--- config.mk ---
export PLATFORM = sky130hd
export DESIGN_NAME = pirq_if
export DESIGN_NICKNAME = d
export VERILOG_FILES = /design/src/rtl/pirq_pkg.sv /design/src/rtl/pirq_line.sv /design/src/rtl/pirq_pick.sv /design/src/rtl/pirq_if.sv
export SDC_FILE = /design/constraint.sdc
export NUM_CORES = 1
export LEC_CHECK = 0
export ABC_CLOCK_PERIOD_IN_PS = 6000
export BUFFER_PORTS_ARGS = -buffer_cell sky130_fd_sc_hd__buf_2
export CORE_ASPECT_RATIO = 1.2
export CORE_MARGIN = 2
export CORE_UTILIZATION = 50
export CTS_CLUSTER_DIAMETER = 150
export DETAILED_ROUTE_END_ITERATION = 7
export PLACE_DENSITY = 0.69
export SLEW_MARGIN = 15
export SYNTH_ARGS = -nofsm -noshare
export SYNTH_HDL_FRONTEND = slang
export SYNTH_SLANG_ARGS = --single-unit
--- constraint.sdc ---
create_clock -name clk -period 6 [get_ports clk]
set_input_delay 0.9 -clock clk [delete_from_list [all_inputs] [get_ports clk]]
set_output_delay 0.9 -clock clk [all_outputs]
set_load 0.02 [all_outputs]
--- src/rtl/pirq_pkg.sv ---
package pirq_pkg;

   localparam logic [11:0] OFS_CTRL  = 12'h000;
   localparam logic [11:0] OFS_TRIG  = 12'h014;
   localparam logic [11:0] OFS_SIG   = 12'h060;
   localparam logic [11:0] OFS_READY = 12'h06C;
   localparam logic [11:0] OFS_SETEN = 12'h0A0;
   localparam logic [11:0] OFS_CLREN = 12'h0A4;
   localparam logic [11:0] OFS_DONE  = 12'h0B4;

   typedef enum logic [1:0] {
      TRIG_LVL_HI = 2'd0,
      TRIG_LVL_LO = 2'd1,
      TRIG_RISE   = 2'd2,
      TRIG_FALL   = 2'd3
   } trig_e;

endpackage

--- src/rtl/pirq_line.sv ---
module pirq_line
   import pirq_pkg::*;
(
   input  logic       clk,
   input  logic       rst_n,
   input  logic       raw,
   input  logic [1:0] mode,
   input  logic       soft_set,
   input  logic       claim_clr,
   output logic       pend
);
   logic smp, smp_d, edge_q, soft_q, evt;
   logic is_edge;

   assign is_edge = (mode == TRIG_RISE) || (mode == TRIG_FALL);

   always_comb begin
      if (mode == TRIG_FALL) evt = smp_d & ~smp;
      else                   evt = smp & ~smp_d;
   end

   always_ff @(posedge clk or negedge rst_n) begin
      if (!rst_n) begin
         smp    <= 1'b0;
         smp_d  <= 1'b0;
         edge_q <= 1'b0;
         soft_q <= 1'b0;
      end else begin
         smp    <= raw;
         smp_d  <= smp;
         edge_q <= is_edge ? (evt | (edge_q & ~claim_clr)) : 1'b0;
         soft_q <= soft_set | (soft_q & ~claim_clr);
      end
   end

   always_comb begin
      if (is_edge) pend = soft_q | edge_q;
      else         pend = soft_q | (smp ^ (mode == TRIG_LVL_LO));
   end


   edge_src_chk: assert property (@(posedge clk) disable iff (!rst_n)
      $rose(edge_q) |-> $past(evt));


   soft_clear_chk: assert property (@(posedge clk) disable iff (!rst_n)
      (claim_clr && !soft_set) |=> !soft_q);

endmodule

--- src/rtl/pirq_pick.sv ---
module pirq_pick #(
   parameter int N   = 32,
   parameter int IDW = 6
) (
   input  logic           clk,
   input  logic           rst_n,
   input  logic [N-1:0]   cand,
   output logic           found,
   output logic [IDW-1:0] id,
   output logic [N-1:0]   grant
);
   always_comb begin
      found = 1'b0;
      id    = '0;
      for (int i = N - 1; i >= 0; i--) begin
         if (cand[i]) begin
            found = 1'b1;
            id    = IDW'(i);
         end
      end
   end

   generate
      for (genvar g = 0; g < N; g++) begin : g_grant
         if (g == 0) begin : g_first
            assign grant[g] = cand[g];
         end else begin : g_rest
            assign grant[g] = cand[g] & ~(|cand[g-1:0]);
         end
      end
   endgenerate


   grant_onehot_chk: assert property (@(posedge clk) disable iff (!rst_n)
      $onehot0(grant));


   grant_match_chk: assert property (@(posedge clk) disable iff (!rst_n)
      found |-> (grant[id] && cand[id]));

endmodule

--- src/rtl/pirq_if.sv ---
module pirq_if
   import pirq_pkg::*;
#(
   parameter int NUM_IRQ  = 32,
   parameter int NUM_CPU  = 8,
   parameter int ADDR_W   = 12,
   parameter int IPI_LINE = 15
) (
   input  logic               clk,
   input  logic               rst_n,
   input  logic [ADDR_W-1:0]  addr,
   input  logic [31:0]        wdata,
   input  logic               wr_en,
   input  logic               rd_en,
   output logic [31:0]        rdata,
   input  logic [NUM_IRQ-1:0] irq_lines,
   input  logic               ipi_in,
   output logic               irq_req,
   output logic               ipi_valid,
   output logic [3:0]         ipi_id,
   output logic [NUM_CPU-1:0] ipi_mask
);
   localparam int IDW    = $clog2(NUM_IRQ + 1);
   localparam int LW     = $clog2(NUM_IRQ);
   localparam int TWORDS = NUM_IRQ / 16;
   localparam int TIW    = (TWORDS > 1) ? $clog2(TWORDS) : 1;
   localparam logic [31:0] NO_IRQ = 32'(NUM_IRQ);

   if (NUM_IRQ % 16 != 0 || NUM_IRQ < 16 || NUM_IRQ > 256) begin : g_bad_irq
      $error("NUM_IRQ must be a multiple of 16 between 16 and 256");
   end
   if (NUM_CPU < 1 || NUM_CPU > 8) begin : g_bad_cpu
      $error("NUM_CPU must be 1 to 8");
   end
   if (ADDR_W < 12) begin : g_bad_addr
      $error("ADDR_W must be at least 12");
   end
   if (IPI_LINE < 0 || IPI_LINE >= NUM_IRQ) begin : g_bad_ipi
      $error("IPI_LINE out of range");
   end

   logic                 ctrl_en;
   logic [NUM_IRQ-1:0]   en, act, pend, cand, grant;
   logic [2*NUM_IRQ-1:0] modes;
   logic                 found, claim;
   logic [IDW-1:0]       pick_id;
   logic [LW-1:0]        pick_ln, num;
   logic                 num_ok;
   logic                 hit_ctrl, hit_sig, hit_ready, hit_seten, hit_clren, hit_done, hit_trig;
   logic [ADDR_W-1:0]    trig_off;
   logic [TIW-1:0]       trig_idx;
   logic [31:0]          trig_rd;
   logic                 unused_bits;

   assign hit_ctrl  = (addr == ADDR_W'(OFS_CTRL));
   assign hit_sig   = (addr == ADDR_W'(OFS_SIG));
   assign hit_ready = (addr == ADDR_W'(OFS_READY));
   assign hit_seten = (addr == ADDR_W'(OFS_SETEN));
   assign hit_clren = (addr == ADDR_W'(OFS_CLREN));
   assign hit_done  = (addr == ADDR_W'(OFS_DONE));
   assign trig_off  = addr - ADDR_W'(OFS_TRIG);
   assign hit_trig  = (addr >= ADDR_W'(OFS_TRIG)) &&
                      (trig_off < ADDR_W'(4 * TWORDS)) && (addr[1:0] == 2'b00);
   assign trig_idx  = trig_off[TIW+1:2];

   assign num_ok  = (wdata < NO_IRQ);
   assign num     = wdata[LW-1:0];
   assign pick_ln = pick_id[LW-1:0];
   assign unused_bits = &{1'b0, wdata, pick_id, trig_off};

   generate
      for (genvar i = 0; i < NUM_IRQ; i++) begin : g_line
         logic soft_i;
         if (i == IPI_LINE) begin : g_ipi
            assign soft_i = ipi_in;
         end else begin : g_plain
            assign soft_i = 1'b0;
         end
         pirq_line u_line (
            .clk       (clk),
            .rst_n     (rst_n),
            .raw       (irq_lines[i]),
            .mode      (modes[2*i +: 2]),
            .soft_set  (soft_i),
            .claim_clr (claim & grant[i]),
            .pend      (pend[i])
         );
      end
   endgenerate

   assign cand = pend & en & ~act;

   pirq_pick #(.N(NUM_IRQ), .IDW(IDW)) u_pick (
      .clk   (clk),
      .rst_n (rst_n),
      .cand  (cand),
      .found (found),
      .id    (pick_id),
      .grant (grant)
   );

   assign claim   = rd_en && hit_ready && ctrl_en && found;
   assign irq_req = ctrl_en && found;

   always_comb begin
      trig_rd = '0;
      for (int w = 0; w < TWORDS; w++) begin
         if (trig_idx == TIW'(w)) trig_rd = modes[w*32 +: 32];
      end
   end

   always_ff @(posedge clk or negedge rst_n) begin
      if (!rst_n) begin
         ctrl_en <= 1'b0;
         en      <= '0;
         act     <= '0;
      end else begin
         if (wr_en && hit_ctrl)            ctrl_en <= wdata[0];
         if (wr_en && hit_seten && num_ok) en[num] <= 1'b1;
         if (wr_en && hit_clren && num_ok) en[num] <= 1'b0;
         if (claim)                        act[pick_ln] <= 1'b1;
         if (wr_en && hit_done && num_ok)  act[num] <= 1'b0;
      end
   end

   generate
      for (genvar w = 0; w < TWORDS; w++) begin : g_trig
         always_ff @(posedge clk or negedge rst_n) begin
            if (!rst_n)                                         modes[w*32 +: 32] <= '0;
            else if (wr_en && hit_trig && trig_idx == TIW'(w)) modes[w*32 +: 32] <= wdata;
         end
      end
   endgenerate

   always_ff @(posedge clk or negedge rst_n) begin
      if (!rst_n) begin
         rdata <= '0;
      end else if (rd_en) begin
         if (hit_ctrl)       rdata <= {31'b0, ctrl_en};
         else if (hit_trig)  rdata <= trig_rd;
         else if (hit_ready) rdata <= claim ? 32'(pick_id) : NO_IRQ;
         else                rdata <= '0;
      end
   end

   always_ff @(posedge clk or negedge rst_n) begin
      if (!rst_n) begin
         ipi_valid <= 1'b0;
         ipi_id    <= '0;
         ipi_mask  <= '0;
      end else begin
         ipi_valid <= wr_en && hit_sig;
         if (wr_en && hit_sig) begin
            ipi_id   <= wdata[3:0];
            ipi_mask <= wdata[8 +: NUM_CPU];
         end
      end
   end


   ipi_src_chk: assert property (@(posedge clk) disable iff (!rst_n)
      ipi_valid |-> $past(wr_en && hit_sig));


   claim_marks_chk: assert property (@(posedge clk) disable iff (!rst_n)
      ($past(claim) && !$past(wr_en)) |-> act[$past(pick_ln)]);


   off_no_claim_chk: assert property (@(posedge clk) disable iff (!rst_n)
      $past(rd_en && hit_ready && !ctrl_en) |-> (rdata == NO_IRQ));


   en_src_chk: assert property (@(posedge clk) disable iff (!rst_n)
      ((en & ~$past(en)) != '0) |-> $past(wr_en && hit_seten && num_ok));


   done_clears_chk: assert property (@(posedge clk) disable iff (!rst_n)
      $past(wr_en && hit_done && num_ok && !claim) |-> !act[$past(num)]);

endmodule

# After elaboration in Yosys (flattened, before gate mapping)
# Index checks and enable logic that the tools add are counted.
# W data, S select, Z words.
[word_totals]
register_bits = 302
word_cells = 958
in_bits = 81
out_inout_bits = 46
[op_classes]
n_bitwise = 456
n_reduce_logical = 83
n_addsub = 1
eq_ne = 101
magnitude_cmp = 7
n_mux = 173
[op_table]
columns = ["operator", "count"]
rows = [
  ["$mux W32", 7],
  ["$and A1 B1 Y1", 191],
  ["$mux W5", 32],
  ["$mux W1", 130],
  ["$and A32 B32 Y32", 4],
  ["$eq A2 B2 Y1 const B", 64],
  ["$not A1 Y1", 128],
  ["$or A1 B1 Y1", 97],
  ["$eq A2 B1 Y1 const B", 32],
  ["$not A32 Y32", 2],
  ["$or A32 B32 Y32", 2],
  ["$eq A12 B8 Y1 const B", 3],
  ["$logic_or A1 B1 Y1", 32],
  ["$lt A32 B6 Y1 const B", 1],
  ["$xor A1 B1 Y1", 32],
  ["$reduce_or A31 Y1", 1],
  ["$reduce_or A30 Y1", 1],
  ["$reduce_or A29 Y1", 1],
  ["$reduce_or A28 Y1", 1],
  ["$reduce_or A27 Y1", 1],
  ["$reduce_or A26 Y1", 1],
  ["$reduce_or A25 Y1", 1],
  ["$eq A12 B7 Y1 const B", 2],
  ["$reduce_or A24 Y1", 1],
  ["other kinds (32)", 54],
]

# Logic depth before layout (Yosys ltp)
# Gate-level depths: netlist (run 1).
[depth]
word_depth = 46
ltp_mapped = 10
mapped_depth_nobuf = 9

# By module
# From an unflattened synthesis (run 1), not the netlist that was laid out.
[hier_totals]
cells_unflattened = 1228
hier_area_um2 = 14254.9
[by_module_without_submodules]
columns = ["mod", "cells_per_inst", "seq_area_each_um2", "n_inst", "area_each_um2"]
rows = [
  ["pirq_if", 698, 4354.2, 1, 8184.1],
  ["pirq_line", 13, 100.1, 32, 167.7],
  ["pirq_pick", 114, 0.0, 1, 705.7],
]

# Worst setup path after synthesis (run 1)
# Ideal clock, no wire load.
[synth_path]
kind = "input-to-reg"
from = "in addr[7]"
to = "reg g_line[26].u_line.edge_q"
setup_slack_ns = 2.930
required_ns = 5.881
arrival_ns = 2.951
setup_time_ns = 0.119
path_stages = 8
n_path_buf = 0
path_cell_list = "or4_4 > nor4_2 > and2_1 > nand3_1 > or4_4 > nor2_4 > o221ai_2 > and2_1"
[synth_between]
elab_chain_cells = 9
[synth_lines]
columns = ["item", "line_no", "text"]
rows = [
  ["from (decl)", "pirq_if.sv:11", "input logic [ADDR_W-1:0] addr,"],
  ["$eq A12 B7 Y1", "pirq_if.sv:57", "assign hit_ready = (addr == ADDR_W'(OFS_READY));"],
  ["$logic_and A1 B1 Y1 (3 in a row)", "pirq_if.sv:102", "assign claim = rd_en && hit_ready && ctrl_en && found;"],
  ["$and A1 B1 Y1", "pirq_if.sv:85", ".claim_clr (claim & grant[i]),"],
  ["$not A1 Y1", "pirq_line.sv:31", "edge_q <= is_edge ? (evt | (edge_q & ~claim_clr)) : 1'b0;"],
  ["$and A1 B1 Y1", "pirq_line.sv:31", ""],
  ["$or A1 B1 Y1", "pirq_line.sv:31", ""],
  ["$mux W1", "pirq_line.sv:31", ""],
  ["to (signal assigned)", "pirq_line.sv:31", ""],
  ["to (decl)", "pirq_line.sv:12", "logic smp, smp_d, edge_q, soft_q, evt;"],
]
# Every way passes these cells.
# A chain may end at the register's enable or synchronous reset.

# Worst setup path in the final report (run 1)
[layout_path]
from = "reg modes[58]"
to = "out irq_req"
[layout_between]
elab_chain_cells = 37
word_cells_on_any_way = 40
classes_between = "3 x eq/ne; 31 x mux; 4 x bitwise; 2 x reduce/logical"
[layout_lines]
columns = ["item", "line_no", "text"]
rows = [
  ["from (decl)", "pirq_if.sv:44", "logic [2*NUM_IRQ-1:0] modes;"],
  ["from (signal, indexed assignment)", "pirq_if.sv:130", "else if (wr_en && hit_trig && trig_idx == TIW'(w)) modes[w*32 +: 32] <= wdata;"],
  ["$eq A2 B1 Y1", "pirq_line.sv:38", "else pend = soft_q | (smp ^ (mode == TRIG_LVL_LO));"],
  ["$xor A1 B1 Y1", "pirq_line.sv:38", ""],
  ["$or A1 B1 Y1", "pirq_line.sv:38", ""],
  ["$mux W1 (*)", "pirq_line.sv:37", "if (is_edge) pend = soft_q | edge_q;"],
  ["$and A32 B32 Y32 (*) (2 in a row)", "pirq_if.sv:91", "assign cand = pend & en & ~act;"],
  ["$mux W1 (*) (30 in a row)", "pirq_pick.sv:16", "if (cand[i]) begin"],
  ["$logic_and A1 B1 Y1 (*)", "pirq_if.sv:103", "assign irq_req = ctrl_en && found;"],
  ["to (decl)", "pirq_if.sv:18", "output logic irq_req,"],
]
# Every way passes the cells marked *; elsewhere a longest branch is shown, timed or not.

==> impl_metrics.csv, run 1 <==
group,metric,value,unit
clock_network,clk_latency,560,ps
setup_path,startpoint_type,"register",
clock_network,cts_tree,"yes",
sta,worst_slack,1760,ps
clock_network,clock_path_buffers,3,
global_route,grt_pass1_wl,60700,um
yosys,yosysTopAreaCellShare,54.2,%
layout,final_cells,1780,
placed_design,hpwl,27500,um
global_route,grt-ovfl-total,0,
setup_path,path_depth,7,
yosys,avgSynthCellArea,10.8,sq um
global_route,antenna_found_initial,0,
setup_path,r2r-end,"g_line[20].u_line.soft_q",
yosys,syn_area,13900,sq um
setup_path,crit_fanout,6,
sta,finalHoldViolations,0,
setup_path,path_class,"register to output port",
layout,n_antenna_cell,0,
floorplan,io_pins,127,
floorplan,core_area,27700,sq um
job,drv_cap,0,
setup_path,path_buf_inv,1,
setup_path,cp-end-kind,"output port",
clock_network,path_clk_slew,60,ps
sta,drv_slew,0,
layout,fin_nets,1500,
min_path,hold_depth,0,
sta,fin_tns_setup,0,ps
layout,utilization,57.6,%
placed_design,pre_cts_ws,1770,ps
setup_path,worst_ep_required_time,5100,ps
floorplan,die-area,29300,sq um
layout,syn2layout_area_growth,14.1,%
yosys,ys_top_cells_by_area,"dfrtp_1, mux2_2, a21oi_1",
sta,min_period,4240,ps
yosys,synth_edf_count,0,
yosys,syn_inst,1290,
detailed_routing,wirelength,38700,um
setup_path,rr_worst_depth,9,
yosys,synth_nets,1375,
detailed_routing,drcViolationCount,0,
detailed_routing,final_antenna_net_count,0,
placed_design,place.gp.congestion,0.970,
yosys,synth_seq_cells,302,
sta,finalCritPeriodShare,70.7,%
setup_path,crit_family,"simple AND/OR/NAND/NOR gates",
pwr,max-vdd-ir-drop,0.000239,V
min_path,hp-class,"register to register",
clock_network,cts_buffers,30,
clock_network,post-cts-setup-buffer-count,0,
placed_design,portBuffers,126,
global_route,grt_max_degree,125,
sta,rsz0062_at_grt,"false",
setup_path,r2r_start,"modes[37]",
yosys,synthDistinctLibCells,83,
min_path,hold_path_end,"g_line[30].u_line.smp_d",
sta,worst-slew-pin-transition,1160,ps
floorplan,row_count,67,
clock_network,cts_htree_levels,1,
clock_network,hold_buffers,0,
pwr,leakage,7.39,nW
detailed_routing,firstDrtPassIters,5,
layout,final_common_cell,"dfrtp_1",
sta,hold-worst-slack,431,ps
global_route,grt.total_usage,26.8,%
floorplan,fp.dieH,187,um
floorplan,initial_utilization,50.4,%
detailed_routing,vias,10800,
global_route,first_global_vias,10900,
clock_network,clkSinkCount,302,
pwr,powerDensity,260,nW/um^2
setup_path,critPathSlowestCell,"o311ai_1",
yosys,ys_seq_area_share,54.2,%
clock_network,root_buffer,"clkbuf_16",
sta,slew_headroom,22.1,%
layout,final_layout_size_suffix_gt1_share,20.4,%
placed_design,dp_cells,1728,
clock_network,cts_resized,0,
setup_path,worstPathArrival,3340,ps
yosys,async_flop_share,100,%
layout,mostFrequentLayoutCells,"dfrtp_1, nor2_1, buf_2",
floorplan,die_w,156,um
setup_path,regToRegSetupSlack,2410,ps
detailed_routing,viasPerCell,6.07,
yosys,synth_flop_cell,"dfrtp_1",
min_path,worstHoldStart,"g_line[30].u_line.smp",
detailed_routing,wl_per_cell,21.7,um
yosys,synth_top_cell_by_area,"dfrtp_1",
sta,fmax,236,MHz
sta,skew,12.5,ps
detailed_routing,drtIter0Drc,959,
run_status,status,"complete, no violations",
yosys,ys.warnings.count,0,
setup_path,slowest_delay,600,ps
sta,finalSetupViolations,0,
setup_path,worstPathCellList,"xor2_1, o311ai_1, nand4_1, or2_0, nor4_1, nor2b_1, buf_2",
## area by class of cell
type | count | area, sq um
repair buffers | 135 | 721
clock buffers | 44 | 875
flip-flops and latches | 302 | 7560
clock inverters | 8 | 96.3
fillers | 2372 | 11700
well taps | 345 | 432
multi-input cells | 931 | 6190
inverters | 15 | 56.3
## how the worst max path moves through the flow
stage                          from  slack, ps                  endpoint
after CTS                 modes[58]       1780                   irq_req
after global routing      modes[58]       1490                   irq_req
final                     modes[58]       1760                   irq_req
after global placement      addr[2]       1850                 modes[34]
after floorplan             addr[7]       2930  g_line[26].u_line.edge_q
after detailed placement    addr[2]       1770                  modes[2]
## sequential cells by signal (all words and copies together) (netlist names), 4 cells and up
signal                cells
en                       32
modes                    64
ipi_mask                  8
ipi_id                    4
g_line.u_line.smp_d      32
act                      32
g_line.u_line.edge_q     32
g_line.u_line.smp        32
rdata                    32
g_line.u_line.soft_q     32
## cell usage after synthesis, types with 7 or more instances
master and instances:
a211oi_1 24, a21boi_0 11, a21oi_1 99, a2bb2oi_1 13, a31oi_1 21, and2_1 8, clkbuf_1 31, dfrtp_1 302
inv_1 15, mux2_2 65, mux2i_1 26, nand2_1 121, nand2b_1 38, nand3_1 9, nand4_1 10, nor2_1 129
nor2b_1 35, nor3_1 22, nor3b_1 31, nor4_1 25, nor4_2 7, o21a_1 10, o21ai_0 32, o21ai_1 7
o2bb2ai_1 26, o31ai_1 8, xnor2_1 25, xor2_1 7
## per-stage QoR
stage / area, sq um / power [mW]
2_1_floorplan: 13900 / 2.19
3_3_place_gp: 15000 / 2.31
3_5_place_dp: 15000 / 2.31
4_1_cts: 15900 / 4.16
5_1_grt: 15900 / 4.27
6_report: 15900 / 4.14
## where the power goes
part,switching [mW],internal [mW],leakage [nW]
Combinational,0.128,0.0543,2.88
Clock,0.777,1.09,0.476
Sequential,0.0247,2.06,4.04
## metal layers
metal / global-route usage, % / wire length, um
met3: 4.15 / 2420
met1: 36.3 / 16600
met5: 0 / 0
met2: 43.0 / 17900
met4: 11.6 / 1740
## logic make-up after synthesis
logic type                 after synthesis  share of synthesized area, %
AOI/OAI and AO/OA                      308                          15.1
xor gates and xnor gates                32                          2.01
adders and majority gates                4                         0.359
buffers and inverters                   57                          1.70
DFF                                    302                          54.2
muxes                                   97                          7.60
and+or+nand+nor                        490                          19.1
No activity file was read; power rests on OpenSTA's default activity.
==> run 2: changes to the inputs <==
--- a/config.mk
+++ b/config.mk
@@ -5,14 +5,14 @@
 export SDC_FILE = /design/constraint.sdc
 export NUM_CORES = 1
 export LEC_CHECK = 0
-export ABC_CLOCK_PERIOD_IN_PS = 6000
+export ABC_CLOCK_PERIOD_IN_PS = 3900
 export BUFFER_PORTS_ARGS = -buffer_cell sky130_fd_sc_hd__buf_2
 export CORE_ASPECT_RATIO = 1.2
 export CORE_MARGIN = 2
 export CORE_UTILIZATION = 50
 export CTS_CLUSTER_DIAMETER = 150
 export DETAILED_ROUTE_END_ITERATION = 7
-export PLACE_DENSITY = 0.69
+export PLACE_DENSITY = 0.72
 export SLEW_MARGIN = 15
 export SYNTH_ARGS = -nofsm -noshare
 export SYNTH_HDL_FRONTEND = slang
==> constraint.sdc (replaced) <==
create_clock -name clk -period 3.9 [get_ports clk]
set_input_delay 0.585 -clock clk [delete_from_list [all_inputs] [get_ports clk]]
set_output_delay 0.585 -clock clk [all_outputs]
set_load 0.02 [all_outputs]
==> impl_metrics.csv, run 2 (same netlist as run 1, synthesis figures left out) <==
group,metric,value,unit
run_status,status,"complete, no violations",
layout,largest_reg_flops,64,
global_route,grt_max_degree,116,
placed_design,place.gp.congestion,0.963,
setup_path,critPathSlowestCell,"nor4_2",
floorplan,row_count,67,
floorplan,initial_utilization,50.4,%
placed_design,portBuffers,126,
job,drv_cap,0,
setup_path,cp-end-kind,"output port",
global_route,grt-ovfl-total,0,
sta,finalCritPeriodShare,96.7,%
detailed_routing,vias,11000,
layout,final_layout_size_suffix_gt1_share,22.6,%
setup_path,slowest_delay,660,ps
setup_path,worstPathArrival,3180,ps
clock_network,clock_path_buffers,3,
floorplan,core_area,27700,sq um
layout,syn2layout_area_growth,16.2,%
detailed_routing,wirelength,39900,um
sta,finalHoldViolations,0,
clock_network,cts_buffers,30,
sta,fmax,265,MHz
global_route,grt_pass1_wl,62600,um
placed_design,placed_cell_area,15100,sq um
pwr,leakage,7.57,nW
detailed_routing,viasPerCell,6.08,
setup_path,worstPathCellList,"xnor2_1, a211oi_1, nor4_2, nand2_4, nor4_1, nor2b_1, buf_2",
clock_network,root_buffer,"clkbuf_16",
sta,worst-slew-pin-transition,1140,ps
setup_path,startpoint_type,"register",
global_route,grt.total_usage,27.6,%
global_route,antenna_found_initial,2,
clock_network,clk_latency,570,ps
layout,seq_area,7560,sq um
setup_path,path_class,"register to output port",
sta,min_period,3770,ps
floorplan,die_w,156,um
floorplan,die-area,29300,sq um
detailed_routing,wl_per_cell,22.0,um
detailed_routing,drtIter0Drc,796,
pwr,powerDensity,401,nW/um^2
sta,drv_slew,0,
sta,finalSetupViolations,0,
clock_network,clkSinkCount,302,
layout,fin_nets,1530,
floorplan,io_pins,127,
detailed_routing,firstDrtPassIters,5,
layout,utilization,58.6,%
floorplan,fp.dieH,187,um
layout,n_fill_cell,2376,
clock_network,cts_htree_levels,1,
sta,rsz0062_at_grt,"false",
setup_path,crit_fanout,8,
pwr,total_power,6.50,mW
clock_network,cts_tree,"yes",
sta,skew,22.5,ps
setup_path,worst_ep_required_time,3310,ps
layout,largest_register,"modes",
global_route,first_global_vias,11000,
layout,mostFrequentLayoutCells,"dfrtp_1, nor2_1, buf_2",
detailed_routing,final_antenna_net_count,0,
layout,multi_input_area,6190,sq um
layout,post-route-cell-area,16200,sq um
detailed_routing,drcViolationCount,0,
sta,slew_headroom,23.5,%
placed_design,hpwl,28500,um
min_path,hp-class,"primary input to async pin",
clock_network,path_clk_slew,60,ps
layout,n_antenna_cell,0,
pwr,max-vdd-ir-drop,0.000367,V
sta,fin_tns_setup,0,ps
layout,final_common_cell,"dfrtp_1",
sta,hold-worst-slack,99.0,ps
-- run 2: layer usage --
layer  up-vias  global-route usage, %  part of all wire, %
li1       5009                      -                    -
met1      5493                   37.7                   42
met2       417                   44.0                   47
met3       107                   4.73                  6.9
met4         0                   11.4                  4.6
met5         -                      0                    0
-- run 2: metrics by stage --
stage / instances / setup slack (ps)
3_3_place_gp: 1755 / 490
4_1_cts: 1810 / 57.1
6_report: 1813 / 130
5_1_grt: 1813 / 38.9
3_5_place_dp: 1755 / 556
2_1_floorplan: 1290 / 1150
-- run 2: cell type report --
cell class                      count  area share (%)
Inverter                           15           0.347
Tap cell                          345            2.66
Clock inverter                     13           0.880
Clock buffer                       42            5.47
Sequential cell                   302            46.6
Timing Repair Buffer              165            5.83
Multi-Input combinational cell    931            38.2
-- run 2: final timing paths --
check	slack (ps)	end	depth (start not counted)	startpoint
max	130	irq_req	7	modes[18]
min	100	rdata[25]	1	rst_n
max reg2reg	500	act[2]	8	modes[10]
min reg2reg	440	g_line[31].u_line.smp_d	0	g_line[31].u_line.smp
max in group asynchronous	2830	rdata[3]	2	rst_n
min in group clk	120	g_line[9].u_line.smp	1	irq_lines[9]
-- run 2: what timing repair did --
action                     4_1_cts  5_1_grt
setup endpoints to repair        0        1
setup buffers                    0        3
hold buffers                     0        0
gates resized for setup          0        4
-- run 2: power breakdown --
group | leakage, nW | switching (mW) | internal (mW) | total [mW]
registers | 4.04 | 0.0383 | 3.17 | 3.21
logic | 3.02 | 0.203 | 0.0879 | 0.291
clock network | 0.515 | 1.23 | 1.77 | 3.00
-- run 2: critical path: cells and delay by family, from the launching register on --
family	cells	cell delay (ps)
flops	1	450
xor+xnor	1	240
compound gates	1	200
simple gates	4	1520
buf+inv	1	200
